===== config.mk =====
export PLATFORM = sky130hd
export DESIGN_NAME = link_health_ctrl
export DESIGN_NICKNAME = d
export VERILOG_FILES = /design/src/rtl/lhm_pkg.sv /design/src/rtl/lhm_tick.sv /design/src/rtl/lhm_bringup.sv /design/src/rtl/lhm_recover.sv /design/src/rtl/link_health_ctrl.sv
export SDC_FILE = /design/constraint.sdc
export NUM_CORES = 1
export LEC_CHECK = 0
export BUFFER_PORTS_ARGS = -buffer_cell sky130_fd_sc_hd__buf_2
export CORE_ASPECT_RATIO = 1.1
export CORE_MARGIN = 2
export CORE_UTILIZATION = 50
export DETAILED_ROUTE_END_ITERATION = 10
export GPL_TIMING_DRIVEN = 0
export PLACE_DENSITY = 0.83
export RECOVER_POWER = 100
export SLEW_MARGIN = 20
export SYNTH_ARGS = -nofsm -noshare
export SYNTH_HDL_FRONTEND = slang
export SYNTH_HIERARCHICAL = 1
export SYNTH_SLANG_ARGS = --single-unit

===== constraint.sdc =====
create_clock -name clk -period 8.4 [get_ports clk]
set_input_delay 0.42 -clock clk [delete_from_list [all_inputs] [get_ports clk]]
set_output_delay 0.42 -clock clk [all_outputs]
set_load 0.02 [all_outputs]

===== src/rtl/lhm_pkg.sv =====
package lhm_pkg;
  localparam int UP_BIT    = 4;
  localparam int TRAIN_BIT = 29;
  localparam int STATE_W   = 6;

  typedef enum logic [1:0] {
    BU_SETTLE = 2'd0,
    BU_PERST  = 2'd1,
    BU_TRAIN  = 2'd2
  } bu_state_e;

  typedef enum logic [1:0] {
    RC_IDLE  = 2'd0,
    RC_WAIT  = 2'd1,
    RC_PULSE = 2'd2
  } rc_state_e;
endpackage


===== src/rtl/lhm_tick.sv =====
module lhm_tick #(
  parameter int CYC_PER_MS = 100000
) (
  input  logic clk,
  input  logic rst_n,
  output logic tick
);
  localparam int CW = (CYC_PER_MS > 1) ? $clog2(CYC_PER_MS) : 1;
  localparam logic [CW-1:0] LAST = CW'(CYC_PER_MS - 1);

  logic [CW-1:0] cnt_q, cnt_d;

  always_comb begin
    tick  = (cnt_q == LAST);
    cnt_d = tick ? '0 : cnt_q + 1'b1;
  end

  always_ff @(posedge clk or negedge rst_n) begin
    if (!rst_n) cnt_q <= '0;
    else        cnt_q <= cnt_d;
  end
endmodule


===== src/rtl/lhm_bringup.sv =====
module lhm_bringup
  import lhm_pkg::*;
#(
  parameter int SETTLE_MS  = 30,
  parameter int PERST_MS   = 20,
  parameter int TIMEOUT_MS = 100
) (
  input  logic clk,
  input  logic rst_n,
  input  logic tick,
  input  logic link_up,
  output logic ep_rst_release,
  output logic train_en,
  output logic link_timeout
);
  localparam int MAXMS = (SETTLE_MS > PERST_MS) ? SETTLE_MS : PERST_MS;
  localparam int MW = $clog2(MAXMS + 1);
  localparam int TW = $clog2(TIMEOUT_MS + 1);
  localparam logic [MW-1:0] SETTLE_LAST = MW'(SETTLE_MS - 1);
  localparam logic [MW-1:0] PERST_LAST  = MW'(PERST_MS - 1);
  localparam logic [TW-1:0] TO_LAST     = TW'(TIMEOUT_MS - 1);

  bu_state_e st_q, st_d;
  logic [MW-1:0] ms_q, ms_d;
  logic [TW-1:0] tc_q, tc_d;
  logic seen_q, seen_d;
  logic to_q, to_d;

  always_comb begin
    st_d   = st_q;
    ms_d   = ms_q;
    tc_d   = tc_q;
    seen_d = seen_q;
    to_d   = to_q;
    case (st_q)
      BU_SETTLE: if (tick) begin
        if (ms_q == SETTLE_LAST) begin
          st_d = BU_PERST;
          ms_d = '0;
        end else begin
          ms_d = ms_q + 1'b1;
        end
      end
      BU_PERST: if (tick) begin
        if (ms_q == PERST_LAST) begin
          st_d = BU_TRAIN;
          ms_d = '0;
        end else begin
          ms_d = ms_q + 1'b1;
        end
      end
      BU_TRAIN: begin
        if (link_up) begin
          seen_d = 1'b1;
        end else if (!seen_q && !to_q && tick) begin
          if (tc_q == TO_LAST) to_d = 1'b1;
          else                 tc_d = tc_q + 1'b1;
        end
      end
      default: st_d = BU_SETTLE;
    endcase
  end

  always_ff @(posedge clk or negedge rst_n) begin
    if (!rst_n) begin
      st_q   <= BU_SETTLE;
      ms_q   <= '0;
      tc_q   <= '0;
      seen_q <= 1'b0;
      to_q   <= 1'b0;
    end else begin
      st_q   <= st_d;
      ms_q   <= ms_d;
      tc_q   <= tc_d;
      seen_q <= seen_d;
      to_q   <= to_d;
    end
  end

  assign ep_rst_release = (st_q != BU_SETTLE);
  assign train_en       = (st_q == BU_TRAIN);
  assign link_timeout   = to_q;

  // training never runs with the endpoint held in reset
  assert_train_after_release_R3: assert property (@(posedge clk) disable iff (!rst_n)
    train_en |-> ep_rst_release);
  // release is permanent once given
  assert_release_holds_R2: assert property (@(posedge clk) disable iff (!rst_n)
    ep_rst_release |=> ep_rst_release);
  // the timeout flag never clears without reset
  assert_timeout_sticky_R9: assert property (@(posedge clk) disable iff (!rst_n)
    link_timeout |=> link_timeout);
  // a timeout can only appear during training
  assert_timeout_in_train_R9: assert property (@(posedge clk) disable iff (!rst_n)
    $rose(link_timeout) |-> train_en);
endmodule


===== src/rtl/lhm_recover.sv =====
module lhm_recover
  import lhm_pkg::*;
#(
  parameter int CHECK_MS  = 2,
  parameter int PULSE_CYC = 16,
  parameter logic [STATE_W-1:0] LOCK_CODE = 6'h0D
) (
  input  logic clk,
  input  logic rst_n,
  input  logic tick,
  input  logic start,
  input  logic [STATE_W-1:0] ltssm,
  input  logic rx_valid,
  output logic stuck_evt,
  output logic ovrd_data,
  output logic ovrd_pll
);
  localparam int CW = $clog2(CHECK_MS + 1);
  localparam int PW = $clog2(PULSE_CYC + 1);
  localparam logic [CW-1:0] CHK_LAST = CW'(CHECK_MS - 1);
  localparam logic [PW-1:0] PUL_LAST = PW'(PULSE_CYC - 1);

  rc_state_e st_q, st_d;
  logic [CW-1:0] ms_q, ms_d;
  logic [PW-1:0] pc_q, pc_d;
  logic ev_q, ev_d;
  logic stuck_now;

  assign stuck_now = (ltssm == LOCK_CODE) && !rx_valid;

  always_comb begin
    st_d = st_q;
    ms_d = ms_q;
    pc_d = pc_q;
    ev_d = 1'b0;
    case (st_q)
      RC_IDLE: if (start) begin
        st_d = RC_WAIT;
        ms_d = '0;
      end
      RC_WAIT: if (tick) begin
        if (ms_q == CHK_LAST) begin
          if (stuck_now) begin
            st_d = RC_PULSE;
            pc_d = '0;
            ev_d = 1'b1;
          end else begin
            st_d = RC_IDLE;
          end
        end else begin
          ms_d = ms_q + 1'b1;
        end
      end
      RC_PULSE: begin
        if (pc_q == PUL_LAST) st_d = RC_IDLE;
        else                  pc_d = pc_q + 1'b1;
      end
      default: st_d = RC_IDLE;
    endcase
  end

  always_ff @(posedge clk or negedge rst_n) begin
    if (!rst_n) begin
      st_q <= RC_IDLE;
      ms_q <= '0;
      pc_q <= '0;
      ev_q <= 1'b0;
    end else begin
      st_q <= st_d;
      ms_q <= ms_d;
      pc_q <= pc_d;
      ev_q <= ev_d;
    end
  end

  assign stuck_evt = ev_q;
  assign ovrd_data = (st_q == RC_PULSE);
  assign ovrd_pll  = (st_q == RC_PULSE);

  // an override pulse begins only together with a detection event
  assert_pulse_needs_event_R6: assert property (@(posedge clk) disable iff (!rst_n)
    $rose(ovrd_data) |-> stuck_evt);
  // the event is a single-cycle pulse
  assert_event_single_R5: assert property (@(posedge clk) disable iff (!rst_n)
    stuck_evt |=> !stuck_evt);
  // an event is always accompanied by the override
  assert_event_with_pulse_R6: assert property (@(posedge clk) disable iff (!rst_n)
    stuck_evt |-> (ovrd_data && ovrd_pll));
  // a start during a pulse does not cut it short: pulse counter keeps advancing
  assert_pulse_progress_R8: assert property (@(posedge clk) disable iff (!rst_n)
    (st_q == RC_PULSE && pc_q != PUL_LAST) |=> (st_q == RC_PULSE));
endmodule


===== src/rtl/link_health_ctrl.sv =====
module link_health_ctrl
  import lhm_pkg::*;
#(
  parameter int CYC_PER_MS = 100000,
  parameter int SETTLE_MS  = 30,
  parameter int PERST_MS   = 20,
  parameter int TIMEOUT_MS = 100,
  parameter int CHECK_MS   = 2,
  parameter int PULSE_CYC  = 16,
  parameter logic [5:0] LOCK_CODE = 6'h0D
) (
  input  logic        clk,
  input  logic        rst_n,
  input  logic [31:0] dbg_word0,
  input  logic [31:0] dbg_word1,
  input  logic        rx_valid,
  input  logic        rate_chg_start,
  output logic        ep_rst_release,
  output logic        train_en,
  output logic        link_up,
  output logic        stuck_evt,
  output logic        ovrd_rx_data_en,
  output logic        ovrd_rx_pll_en,
  output logic        link_timeout
);
  logic tick;
  logic link_d, link_q;
  logic unused_dbg;

  assign unused_dbg = ^{dbg_word0[31:STATE_W], dbg_word1[31:TRAIN_BIT+1],
                        dbg_word1[TRAIN_BIT-1:UP_BIT+1], dbg_word1[UP_BIT-1:0]};

  lhm_tick #(.CYC_PER_MS(CYC_PER_MS)) u_tick (
    .clk(clk), .rst_n(rst_n), .tick(tick)
  );

  assign link_d = dbg_word1[UP_BIT] && !dbg_word1[TRAIN_BIT];

  always_ff @(posedge clk or negedge rst_n) begin
    if (!rst_n) link_q <= 1'b0;
    else        link_q <= link_d;
  end
  assign link_up = link_q;

  lhm_bringup #(
    .SETTLE_MS(SETTLE_MS), .PERST_MS(PERST_MS), .TIMEOUT_MS(TIMEOUT_MS)
  ) u_bringup (
    .clk(clk), .rst_n(rst_n), .tick(tick), .link_up(link_q),
    .ep_rst_release(ep_rst_release), .train_en(train_en),
    .link_timeout(link_timeout)
  );

  lhm_recover #(
    .CHECK_MS(CHECK_MS), .PULSE_CYC(PULSE_CYC), .LOCK_CODE(LOCK_CODE)
  ) u_recover (
    .clk(clk), .rst_n(rst_n), .tick(tick), .start(rate_chg_start),
    .ltssm(dbg_word0[STATE_W-1:0]), .rx_valid(rx_valid),
    .stuck_evt(stuck_evt), .ovrd_data(ovrd_rx_data_en), .ovrd_pll(ovrd_rx_pll_en)
  );

  // the in-training bit always masks the up indication
  assert_train_masks_up_R4: assert property (@(posedge clk) disable iff (!rst_n)
    dbg_word1[TRAIN_BIT] |=> !link_up);
  // both override enables move as a pair
  assert_override_pair_R6: assert property (@(posedge clk) disable iff (!rst_n)
    ovrd_rx_data_en == ovrd_rx_pll_en);
endmodule


Word level (Yosys, flattened, before mapping) --
Cells that the tools add are included. Widths: inputs -> output; s select.
Operators by class: reduce and logical (&&, ||, !) cells 22, equality and inequality tests 22, add/subtract/negate cells 5, mux-type cells 30, bitwise gates (word level) 3
Operators with widths (number):
- $mux 5 | 8
- $mux 2 | 12
- $pmux 5 s2 | 2
- $add 17x1->17 const B | 1
- $eq 17x17->1 const B | 1
- $mux 17 | 1
- $ne 2x1->1 const B | 8
- $reduce_and 4->1 | 4
- $pmux 2 s3 | 2
- $add 5x1->5 const B | 2
- $eq 5x5->1 const B | 2
- $reduce_and 5->1 | 2
- $reduce_bool 2->1 | 4
- $add 7x1->7 const B | 1
- $eq 7x7->1 const B | 1
- $eq 2x1->1 const B | 3
- $eq 6x4->1 const B | 1
- $ne 2x2->1 const B | 3
- $eq 5x4->1 const B | 1
- $eq 2x2->1 const B | 2
- $logic_and 1x1->1 | 4
- $logic_not 1->1 | 4
- $logic_not 2->1 | 2
- $mux 1 | 4
- other kinds (5) | 7
Word-level totals: flip-flop bits (word level) 44, output and inout bits 7, word-level logic and storage cells 93, input port bits 68

Longest topological paths before layout --
Gate-level depths: netlist of the first run.
word-level depth 6, gate-level depth with buffers 8, mapped depth without buffers 8

Hierarchy --
The synthesis of the first run kept the hierarchy.
By module, submodules not included:
- lhm_bringup | cells an instance 74, seq. area each 400.4 sq um, area an instance 822.0 sq um, instances 1
- lhm_tick | cells an instance 74, seq. area each 425.4 sq um, area an instance 793.3 sq um, instances 1
- lhm_recover | cells an instance 51, seq. area each 250.2 sq um, area an instance 535.5 sq um, instances 1
- link_health_ctrl | cells an instance 2, seq. area each 25.0 sq um, area an instance 38.8 sq um, instances 1

Worst setup path before layout of the first run --
OpenSTA, ideal clock, no wires.
path kind reg-to-reg, start point register u_tick.cnt_q[11], end point register u_recover.pc_q[3], clock period less this slack 2812 ps, setup time 69 ps, buffers on the path 0, stages on the path, launching flop included 8, setup slack 5588 ps, arrival time 2743 ps, data required time 8331 ps, path through dfrtp_1 or4_1 or4_4 nor4_4 and3_1 a31oi_2 or4_1 nand3_1
On the way: word-level cells in the longest chain between the ends 3
RTL lines:
- start: declaration | line lhm_tick.sv:11 | logic [CW-1:0] cnt_q, cnt_d;
- start signal: assignment | line lhm_tick.sv:20 | else cnt_q <= cnt_d;
- $eq 17x17->1 | line lhm_tick.sv:14 | tick = (cnt_q == LAST);
- net tick | line link_health_ctrl.sv:26 | logic tick;
- $ne 2x1->1 (no source line)
- $reduce_and 5->1 (no source line)
- end signal: assignment | line lhm_recover.sv:71 | pc_q <= pc_d;
- end: declaration | line lhm_recover.sv:25 | logic [PW-1:0] pc_q, pc_d;
The timed path passes the listed nets, and every way through them passes these cells. A chain may end at the register's enable or synchronous reset.

Final worst setup path of the first run --
Ends and elaborated chain as after synthesis.

==> Flow_metrics.wiki, run 1 <==
{| class="wikitable"
! Metric !! Value
|-
| Pin count of the biggest net entering global routing || 45
|-
| Die Width || 67.1 microns
|-
| Count of final hold-check violations || 0
|-
| CP Class || flip-flop to flip-flop
|-
| Yosys warnings || 6
|-
| Most common cell after layout, fill and taps aside || sky130_fd_sc_hd__dfrtp_1
|-
| Primary flip-flop cell chosen by synthesis mapping || sky130_fd_sc_hd__dfrtp_1
|-
| Number of max-cap violations || 2
|-
| GPL Wtd Cong || 0.760
|-
| Critical Path Source Type || flip-flop
|-
| Number of placement rows || 25
|-
| Max Slew Vio Count || 61
|-
| Utilization of the core after routing || 56.7%
|-
| Global-route wire length before repair || 6700 microns
|-
| Peak supply drop || 0.118 mV
|-
| Number of antenna repair diodes || 0
|-
| Share of the synthesized area in compound gates (AO/OA/AOI/OAI) || 9.03%
|-
| Count of cell types in the netlist || 49
|-
| Final Cell Area || 2410 sq um
|-
| Transition time of the tightest slew-check pin || 2.23 ns
|-
| Number of buffer cells added on primary ports || 18
|-
| CTS tree || yes
|-
| Final critical-path share of the clock period || 51.0%
|-
| # Post-CTS Setup Buffers || 0
|-
| Post-synthesis area per instance || 10.9 sq um
|-
| DRT iter0 DRCs || 48
|-
| Number of cells on the worst reg-to-reg path || 7
|-
| Max Fanout on Critical Path || 15
|-
| Fill count || 391
|-
| Maximum clock insertion buffer count || 2
|-
| Kind of end point of the critical path || flip-flop
|-
| Run status || complete, but fails checks
|-
| Proportion of synthesized area in mux cells || 1.66%
|-
| Starting density of the core || 51.5%
|-
| Max Freq || 0.234 GHz
|-
| Total CTS buffers || 5
|-
| Worst-Skew Late Latency || 0.29 ns
|-
| Sequential fraction of the synthesis area || 50.3%
|-
| Overall via count from detail_route || 1553
|-
| Post-route clock skew || 0.00486 ns
|-
| Setup Viol. Count Final || 0
|-
| Final critical path time including I/O delays and setup || 4.28 ns
|-
| Data required time of the worst path || 8.62 ns
|-
| Number of global-route vias before repair || 1540
|-
| Final Instance Count excl. Fillers || 281
|-
| Xor and xnor fraction of the mapped netlist area || 7.60%
|-
| Height of the die || 73.4 microns
|-
| Global-route congestion overflow total || 0
|-
| Synthesized cell area || 2190 sq um
|-
| Fraction of the mapped netlist area in adder cells || 4.00%
|-
| CORE AREA || 4250 sq um
|-
| Cell area power density || 162 nW/um^2
|-
| Endpoint arrival time on the critical path || 4.50 ns
|-
| Number of I/O pins || 75
|-
| Clock-pin slew on the worst setup and hold paths || 0.08 ns
|-
| Largest family of logic cells by synthesized area || simple AND/OR/NAND/NOR gates
|-
| Half-perimeter wire length of the detailed placement result || 2770 microns
|-
| Count of flip-flops with a built-in enable after synthesis || 0
|-
| Worst Setup Slack post-DPL || 5.22 ns
|-
| Die outline area || 4930 sq um
|-
| FF+latch count, synth || 44
|-
| Initial antenna violation count || 0
|-
| H-tree depth || 2
|-
| Leading cell types in the layout, fill and taps excluded || 44 x sky130_fd_sc_hd__dfrtp_1, 19 x sky130_fd_sc_hd__nand2_1, 14 x sky130_fd_sc_hd__xnor2_1
|-
| Number of instances in the synthesized netlist || 201
|-
| Clk sink count || 44
|-
| DRC errors left || 0
|-
| Post-Place Cell Area || 2350 sq um
|-
| Post-cts gate resize count || 0
|-
| Cell Count Post-Placement || 273
|-
| Fraction of final layout cells with drive strength greater than 1 || 11.5%
|-
| Violations in the final reports || capacitance limit, slew limit
|-
| Overall Global Routing Usage || 17.9%
|-
| Relative max-transition margin || -48.9%
|-
| Number of iterations in the first detailed-routing pass || 4
|-
| RSZ-0062 raised after global routing || false
|-
| Nets in the synthesized netlist || 276
|-
| Fraction of synthesis flops using an asynchronous set or reset pin || 100%
|-
| Cts-stage hold buffer count || 0
|-
| Final Routed Wirelength || 3780 microns
|-
| Wire length per cell after detailed routing || 13.5 microns
|-
| Final antenna-violating net count || 0
|-
| Post-layout nets || 301
|-
| Fin worst setup slack || 4.12 ns
|-
| Synth-to-layout area growth || 10.2%
|-
| Simple-gate share of the synthesized area || 25.2%
|-
| Root Buffer || sky130_fd_sc_hd__clkbuf_8
|-
| Sum of negative setup slack || 0 ns
|-
| Hold Path Depth || 2
|-
| Worst hold-check path type || primary input to flip-flop
|-
| Static leakage || 1.08 nW
|-
| Via density || 5.53
|}
-- registers in the layout, indices dropped and copies added (netlist names) --
name	cells
u_bringup/link_timeout	1
u_recover/st_q	2
u_bringup/ms_q	5
u_bringup/st_q	2
u_tick/cnt_q	17
u_recover/ms_q	2
u_bringup/seen_q	1
u_recover/stuck_evt	1
u_recover/pc_q	5
u_bringup/tc_q	7
link_up	1
-- cells in the mapped netlist (4+ instances only) --
master                     instances  area, sq um
sky130_fd_sc_hd__and3_1            4         25.0
sky130_fd_sc_hd__xnor2_1          14          123
sky130_fd_sc_hd__inv_1             6         22.5
sky130_fd_sc_hd__o21ai_1           8         40.0
sky130_fd_sc_hd__dfrtp_1          44         1100
sky130_fd_sc_hd__nor2_1           13         48.8
sky130_fd_sc_hd__nand4_1           9         56.3
sky130_fd_sc_hd__nand3_1          11         55.1
sky130_fd_sc_hd__nand2b_1          4         25.0
sky130_fd_sc_hd__nand2_1          18         67.6
sky130_fd_sc_hd__o21ai_0           4         20.0
sky130_fd_sc_hd__nor3_1            6         30.0
sky130_fd_sc_hd__xor2_1            5         43.8
sky130_fd_sc_hd__ha_1              7         87.6
-- worst paths after layout --
check | from | slack [ns] | end
max | u_tick/cnt_q[11]$_DFF_PN0_ | 4.12 | u_recover/pc_q[3]$_DFFE_PN0P_
min | dbg_word1[29] | 0.28 | link_up$_DFF_PN0_
max reg2reg | u_tick/cnt_q[11]$_DFF_PN0_ | 4.12 | u_recover/pc_q[3]$_DFFE_PN0P_
min reg2reg | u_bringup/seen_q$_DFFE_PN0P_ | 0.48 | u_bringup/seen_q$_DFFE_PN0P_
max in group asynchronous | rst_n | 6.34 | u_tick/cnt_q[9]$_DFF_PN0_
min in group asynchronous | rst_n | 0.78 | u_bringup/link_timeout$_DFFE_PN0P_
-- cells by family (layout without fill, tap and decap cells) --
group / Yosys count / in the layout
flip-flops: 44 / 44
multiplexers: 3 / 3
AND/OR/NAND/NOR: 89 / 89
XOR/XNOR: 19 / 19
adder cells (fa/ha/maj): 7 / 7
buffers and inverters: 10 / 36
AO/OA/AOI/OAI: 29 / 29
-- critical path: stages, from the launching register on --
cell                      delay [ns]
sky130_fd_sc_hd__dfrtp_1        0.44
sky130_fd_sc_hd__or4_1          0.53
sky130_fd_sc_hd__or4_1          0.44
sky130_fd_sc_hd__nor4_1         1.57
sky130_fd_sc_hd__and3_1         0.38
sky130_fd_sc_hd__a31oi_1        0.25
sky130_fd_sc_hd__or4_1          0.53
sky130_fd_sc_hd__nand3_1        0.09
-- routing by layer --
layer  part of all wire (%)  vias up  global-route usage (%)
li1                       -      769                       -
met1                     44      760                    22.0
met2                     53       22                    31.5
met3                    2.4        2                    2.91
met4                   0.90        0                    6.58
met5                      0        -                       0
-- cell type report --
cell class	count	area, sq um	area share (%)
multi-input cells	147	995	41.2
plain buffers	3	15.0	0.622
inverters	7	26.3	1.09
repair buffers	18	81.3	3.37
flip-flops and latches	44	1100	45.6
clock inverters	1	30.0	1.24
clock buffers	7	96.3	3.99
well taps	54	67.6	2.80
-- where the power goes --
group | switching [mW] | internal [mW]
clock | 0.0668 | 0.105
combinational | 0.00542 | 0.00244
sequential | 0.000165 | 0.212
-- stage by stage --
stage                     power [mW]  hold slack, ns
final                          0.392           0.278
after detailed placement       0.225           0.466
after global placement         0.225           0.434
after global routing           0.405           0.264
after floorplan                0.218           0.124
after CTS                      0.398           0.292
Power figures use the tool's default switching activity.
==> run 2: changes to the inputs <==
Settings changed: CORE_UTILIZATION 50 to 45, PLACE_DENSITY 0.83 to 0.79.
Clock period 8.4 ns to 3.45 ns, I/O delays scaled along.
==> run 2 against run 1 <==
The run still ends with capacitance limit, slew limit left. Sequential share of layout area down 0.24 points. Sequential cell count unchanged. Die area up 10%. Via count down 0.39%. Clock skew up 0.0043 ns.
==> Flow_metrics.wiki, run 2 (synthesis results as in run 1) <==
{| class="wikitable"
! Metric !! Value
|-
| Run status || complete, but fails checks
|-
| Violations in the final reports || capacitance limit, slew limit
|-
| Clock-pin slew on the worst setup and hold paths || 0.08 ns (about the same)
|-
| Half-perimeter wire length of the detailed placement result || 2470 microns (-11%)
|-
| Global-route congestion overflow total || 0 (unchanged)
|-
| Post-layout nets || 302 (+0.33%)
|-
| RSZ-0062 raised after global routing || false
|-
| Overall via count from detail_route || 1547 (-0.39%)
|-
| Number of buffer cells added on primary ports || 18 (unchanged)
|-
| Worst Setup Slack post-DPL || 0.292 ns (-4.92 ns)
|-
| Number of cells on the worst reg-to-reg path || 7 (unchanged)
|-
| Die outline area || 5440 sq um (+10%)
|-
| Transition time of the tightest slew-check pin || 2.25 ns (+0.0168 ns)
|-
| Leading cell types in the layout, fill and taps excluded || 44 x sky130_fd_sc_hd__dfrtp_1, 19 x sky130_fd_sc_hd__nand2_1, 14 x sky130_fd_sc_hd__xnor2_1
|-
| Number of iterations in the first detailed-routing pass || 4 (unchanged)
|-
| Reg area || 1100 sq um (unchanged)
|-
| Cts-stage hold buffer count || 0 (unchanged)
|-
| Count of final hold-check violations || 0 (unchanged)
|-
| # Post-CTS Setup Buffers || 0 (unchanged)
|-
| Peak supply drop || 0.292 mV (+150%)
|-
| Static leakage || 1.08 nW (-0.51%)
|-
| Pin count of the biggest net entering global routing || 45 (unchanged)
|-
| Overall Global Routing Usage || 14.3% (-3.6 points)
|-
| DRC errors left || 0 (unchanged)
|-
| Post-route clock skew || 0.00911 ns (+0.00425 ns)
|-
| Max Fanout on Critical Path || 15 (unchanged)
|-
| Data required time of the worst path || 3.68 ns (-4.94 ns)
|-
| Final critical path time including I/O delays and setup || 3.19 ns (-1.09 ns)
|-
| Largest register FFs || 17 (unchanged)
|-
| Final critical-path share of the clock period || 92.4% (+41 points)
|-
| Wire length per cell after detailed routing || 12.6 microns (-6.7%)
|-
| Worst reg2reg startpoint || u_tick/cnt_q[11]$_DFF_PN0_
|-
| Height of the die || 77.2 microns (+5.1%)
|-
| Fill count || 419 (+7.2%)
|-
| Number of global-route vias before repair || 1465 (-4.9%)
|-
| Sum of negative setup slack || 0 ns (unchanged)
|-
| Reg-to-reg endpoint || u_recover/pc_q[3]$_DFFE_PN0P_
|-
| Clk sink count || 44 (unchanged)
|-
| HP Start || dbg_word1[29]
|-
| Fin worst setup slack || 0.262 ns (-3.86 ns)
|-
| Largest registers in the final layout || u_tick/cnt_q (17), u_bringup/tc_q (7)
|-
| Root Buffer || sky130_fd_sc_hd__clkbuf_8
|-
| Maximum clock insertion buffer count || 2 (unchanged)
|-
| Total CTS buffers || 5 (unchanged)
|-
| DRT iter0 DRCs || 81 (+69%)
|-
| Critical Path Source Type || flip-flop
|-
| Endpoint arrival time on the critical path || 3.42 ns (-1.08 ns)
|-
| GPL Wtd Cong || 0.793 (+4.3%)
|-
| Synth-to-layout area growth || 10.7%
|-
| Worst hold-check path type || primary input to flip-flop
|-
| Register containing the most flip-flops in the final layout || u_tick/cnt_q
|-
| Via density || 5.45 (-1.4%)
|-
| H-tree depth || 2 (unchanged)
|-
| Area occupied by multi-input gates || 1010 sq um (+1.9%)
|-
| Max Freq || 0.314 GHz (+34%)
|-
| Final antenna-violating net count || 0 (unchanged)
|-
| Start point of the critical path || u_tick/cnt_q[11]$_DFF_PN0_
|-
| Starting density of the core || 47.1% (-4.4 points)
|-
| Number of I/O pins || 75 (unchanged)
|-
| Final Routed Wirelength || 3570 microns (-5.7%)
|-
| Max Slew Vio Count || 45 (-26%)
|-
| Kind of end point of the critical path || flip-flop
|-
| Post-cts gate resize count || 0 (unchanged)
|-
| Register-to-Register Setup Slack || 0.26 ns (-3.86 ns)
|-
| Number of max-cap violations || 1 (-1)
|-
| CTS tree || yes
|-
| Number of placement rows || 26 (+4.0%)
|-
| Worst-Skew Late Latency || 0.29 ns (about the same)
|-
| Relative max-transition margin || -50.1% (-1.1 points)
|-
| Initial antenna violation count || 0 (unchanged)
|-
| Fraction of final layout cells with drive strength greater than 1 || 11.4% (-0.050 points)
|-
| CP Class || flip-flop to flip-flop
|-
| Cell area power density || 378 nW/um^2 (+130%)
|-
| Die Width || 70.5 microns (+5.1%)
|-
| Number of antenna repair diodes || 0 (unchanged)
|-
| Most common cell after layout, fill and taps aside || sky130_fd_sc_hd__dfrtp_1
|-
| Critical path endpoint || u_recover/pc_q[3]$_DFFE_PN0P_
|-
| Setup Viol. Count Final || 0 (unchanged)
|-
| CORE AREA || 4650 sq um (+9.4%)
|-
| Global-route wire length before repair || 6250 microns (-6.7%)
|}
run 2: cell types whose count changed in the layout (fill, tap and decap cells not counted), sizes merged:
| cell | previous run | this run |
|---|---|---|
| clkbuf | 16 | 15 |
| clkinv | 0 | 1 |
| dlygate4sd3 | 0 | 1 |
run 2: worst max-delay path: stages (launching register included):
cell,delay [ns]
sky130_fd_sc_hd__dfrtp_1,0.43
sky130_fd_sc_hd__or4_1,0.53
sky130_fd_sc_hd__or4_1,0.45
sky130_fd_sc_hd__nor4_4,0.59
sky130_fd_sc_hd__and3_1,0.32
sky130_fd_sc_hd__a31oi_2,0.20
sky130_fd_sc_hd__or4_1,0.50
sky130_fd_sc_hd__nand3_1,0.09
run 2: area by class of cell:
cell class                      count  share of cell area (%)
Inverter                            7                    1.08
Sequential cell                    44                    45.4
Tap cell                           56                    2.89
Buffer                              3                   0.619
Timing Repair Buffer               19                    3.77
Clock inverter                      2                    1.44
Clock buffer                        6                    2.99
Multi-Input combinational cell    147                    41.8
run 2: how the worst min path moves through the flow:
stage	slack (ns)	to	cells past startpoint
2_1_floorplan	-0.12	link_up$_DFF_PN0_	0
3_3_place_gp	0.35	link_up$_DFF_PN0_	2
3_5_place_dp	0.35	link_up$_DFF_PN0_	2
4_1_cts	0.03	link_up$_DFF_PN0_	2
5_1_grt	0.02	link_up$_DFF_PN0_	2
6_report	0.01	link_up$_DFF_PN0_	2
run 2: per-stage QoR:
step	cell area (sq um)	total power, mW	hold WS (ns)	std cells	utilization, %
after floorplan	2190	0.530	-0.123	201	-
after global placement	2350	0.548	0.349	275	50.5
after detailed placement	2350	0.548	0.352	275	50.5
after CTS	2460	0.930	0.0273	283	52.8
after global routing	2420	0.957	0.0170	284	52.1
final	2420	0.917	0.0114	284	52.1
run 2: power breakdown:
part	internal (mW)	switching (mW)
combinational	0.00655	0.0131
clock	0.215	0.167
sequential	0.516	0.000395
run 2: routing by layer:
layer | vias to the layer above | global-route usage (%) | part of all wire, %
li1 | 771 | - | -
met1 | 760 | 17.2 | 47
met2 | 12 | 24.4 | 50
met3 | 4 | 2.76 | 1.7
met4 | 0 | 6.35 | 1.7
met5 | - | 0 | 0
==> run 3: changes to the inputs <==
Settings changed: RECOVER_POWER 100 to 50.
==> run 3 against run 2 <==
The flow still finishes with violations (capacitance limit, slew limit). Hold slack improved by 0.0039 ns. Final area is 1.1% higher. Non-clock buffer count unchanged. Sequential power is essentially flat. First-iteration DRC count is 6.2% lower. Register-to-register slack better by 0.02 ns. Sequential share of layout area shrank 0.49 points. Core utilization rose by 0.56 points. Sequential cell count stayed put. Largest power group unchanged.
==> Flow_metrics.wiki, run 3 (synthesis results as in run 1) <==
{| class="wikitable"
! Metric !! Value
|-
| Initial antenna violation count || 0 (unchanged)
|-
| Final critical path time including I/O delays and setup || 3.17 ns (-0.0152 ns)
|-
| CP Class || flip-flop to flip-flop
|-
| Wire length per cell after detailed routing || 12.5 microns (-0.79%)
|-
| Pin count of the biggest net entering global routing || 45 (unchanged)
|-
| Post-cts gate resize count || 0 (unchanged)
|-
| Via density || 5.42 (-0.58%)
|-
| Worst-Skew Late Latency || 0.29 ns (about the same)
|-
| Clock-pin slew on the worst setup and hold paths || 0.08 ns (about the same)
|-
| Fraction of final layout cells with drive strength greater than 1 || 16.7% (+5.3 points)
|-
| Synth-to-layout area growth || 11.9%
|-
| Static leakage || 1.11 nW (+3.1%)
|-
| DRT iter0 DRCs || 76 (-6.2%)
|-
| Number of I/O pins || 75 (unchanged)
|-
| Max Slew Vio Count || 45 (unchanged)
|-
| Height of the die || 77.2 microns (unchanged)
|-
| Violations in the final reports || capacitance limit, slew limit
|-
| # Post-CTS Setup Buffers || 0 (unchanged)
|-
| Number of buffer cells added on primary ports || 18 (unchanged)
|-
| Endpoint arrival time on the critical path || 3.40 ns (-0.02 ns)
|-
| Largest registers in the final layout || u_tick/cnt_q (17), u_bringup/tc_q (7)
|-
| HP Start || dbg_word1[29]
|-
| Worst Setup Slack post-DPL || 0.292 ns (unchanged)
|-
| Register containing the most flip-flops in the final layout || u_tick/cnt_q
|-
| Data required time of the worst path || 3.68 ns (about the same)
|-
| Root Buffer || sky130_fd_sc_hd__clkbuf_8
|-
| Leading cell types in the layout, fill and taps excluded || 44 x sky130_fd_sc_hd__dfrtp_1, 18 x sky130_fd_sc_hd__nand2_1, 17 x sky130_fd_sc_hd__buf_2
|-
| Number of max-cap violations || 1 (unchanged)
|-
| Final critical-path share of the clock period || 92.0% (-0.44 points)
|-
| Post-route clock skew || 0.00707 ns (-0.00204 ns)
|-
| Number of antenna repair diodes || 0 (unchanged)
|-
| Critical Path Source Type || flip-flop
|-
| Number of placement rows || 26 (unchanged)
|-
| Start point of the critical path || u_tick/cnt_q[11]$_DFF_PN0_
|-
| Worst reg2reg startpoint || u_tick/cnt_q[11]$_DFF_PN0_
|-
| CTS tree || yes
|-
| Die outline area || 5440 sq um (unchanged)
|-
| GPL Wtd Cong || 0.793 (unchanged)
|-
| Most common cell after layout, fill and taps aside || sky130_fd_sc_hd__dfrtp_1
|-
| Max Freq || 0.315 GHz (+0.48%)
|-
| Number of iterations in the first detailed-routing pass || 4 (unchanged)
|-
| Count of final hold-check violations || 0 (unchanged)
|-
| Cell area power density || 373 nW/um^2 (-1.3%)
|-
| Largest register FFs || 17 (unchanged)
|-
| Total CTS buffers || 5 (unchanged)
|-
| Starting density of the core || 47.1% (unchanged)
|-
| Final antenna-violating net count || 0 (unchanged)
|-
| Final Routed Wirelength || 3540 microns (-0.79%)
|-
| Die Width || 70.5 microns (unchanged)
|-
| CORE AREA || 4650 sq um (unchanged)
|-
| Overall Global Routing Usage || 14.3% (unchanged)
|-
| Kind of end point of the critical path || flip-flop
|-
| Setup Viol. Count Final || 0 (unchanged)
|-
| Number of global-route vias before repair || 1465 (unchanged)
|-
| Maximum clock insertion buffer count || 2 (unchanged)
|-
| Transition time of the tightest slew-check pin || 2.25 ns (-0.00225 ns)
|-
| DRC errors left || 0 (unchanged)
|-
| RSZ-0062 raised after global routing || false
|-
| Sum of negative setup slack || 0 ns (unchanged)
|-
| Peak supply drop || 0.287 mV (-1.5%)
|-
| Run status || complete, but fails checks
|-
| Relative max-transition margin || -49.9% (+0.15 points)
|-
| Total Power Consumption || 0.915 mW (-0.25%)
|-
| Fin worst setup slack || 0.277 ns (+0.0152 ns)
|-
| Global-route wire length before repair || 6250 microns (unchanged)
|-
| Half-perimeter wire length of the detailed placement result || 2470 microns (unchanged)
|-
| Worst hold-check path type || primary input to flip-flop
|-
| H-tree depth || 2 (unchanged)
|-
| Global-route congestion overflow total || 0 (unchanged)
|-
| Max Fanout on Critical Path || 15 (unchanged)
|-
| Overall via count from detail_route || 1538 (-0.58%)
|-
| Clk sink count || 44 (unchanged)
|-
| Post-layout nets || 302 (unchanged)
|}
==> run 3: cell types whose count changed in the layout (fill, tap and decap cells not counted), moves of 6 or more <==
cell / before / now
sky130_fd_sc_hd__buf_2: 11 / 17
sky130_fd_sc_hd__clkbuf_1: 10 / 3
sky130_fd_sc_hd__o21ai_0: 10 / 4
sky130_fd_sc_hd__o21ai_1: 2 / 8
==> run 3: where the power goes <==
group	switching [mW]	leakage [nW]	total (mW)	internal, mW
Clock	0.164	0.0552	0.379	0.215
Sequential	0.000382	0.584	0.516	0.516
Combinational	0.0131	0.472	0.0198	0.00672
Total	0.178	1.11	0.915	0.737
==> run 3: path summary, 6_finish.rpt <==
kind,to,cells after the start,slack (ns)
setup / recovery,u_recover/pc_q[3]$_DFFE_PN0P_,7,0.28
hold / removal,link_up$_DFF_PN0_,2,0.02
setup reg to reg,u_recover/pc_q[3]$_DFFE_PN0P_,7,0.28
hold reg to reg,u_bringup/seen_q$_DFFE_PN0P_,1,0.45
max in group asynchronous,u_recover/pc_q[1]$_DFFE_PN0P_,2,1.08
min in group asynchronous,u_bringup/tc_q[2]$_DFFE_PN0P_,2,1.09
==> run 3: final cells by class <==
| cell class | instances | area (sq um) |
|---|---|---|
| tap | 56 | 70.1 |
| buffer | 3 | 22.5 |
| inverter | 7 | 26.3 |
| timing repair buffer | 19 | 98.8 |
| sequential | 44 | 1100 |
| multi-input combinational | 147 | 1020 |
| fill | 414 | 2200 |
| clock buffer | 6 | 72.6 |
| clock inverter | 2 | 35.0 |
==> run 3: per-layer routing <==
layer / routed length (microns) / GRT usage [%]
met1: 1660 / 17.2
met2: 1760 / 24.4
met3: 57 / 2.76
met4: 59 / 6.35
met5: 0 / 0
==> run 3: worst max-delay path, cell delays in order (launching register included) <==
cell,delay (ns)
sky130_fd_sc_hd__dfrtp_1,0.43
sky130_fd_sc_hd__or4_1,0.54
sky130_fd_sc_hd__or4_4,0.44
sky130_fd_sc_hd__nor4_4,0.58
sky130_fd_sc_hd__and3_1,0.32
sky130_fd_sc_hd__a31oi_2,0.20
sky130_fd_sc_hd__or4_1,0.50
sky130_fd_sc_hd__nand3_1,0.09
==> run 3: repair_timing <==
item                                    CTS  global route
endpoints found under the setup margin    0             0
hold endpoints to repair                  0            44
hold buffers                              0             1
==> run 3: metrics by stage <==
stage                     utilization [%]  hold WS (ns)  instances  area [sq um]
after floorplan                         -        -0.123        201          2190
after global placement               50.5         0.349        275          2350
after detailed placement             50.5         0.352        275          2350
after CTS                            52.8        0.0273        283          2460
after global routing                 52.7        0.0170        284          2450
final                                52.7        0.0153        284          2450
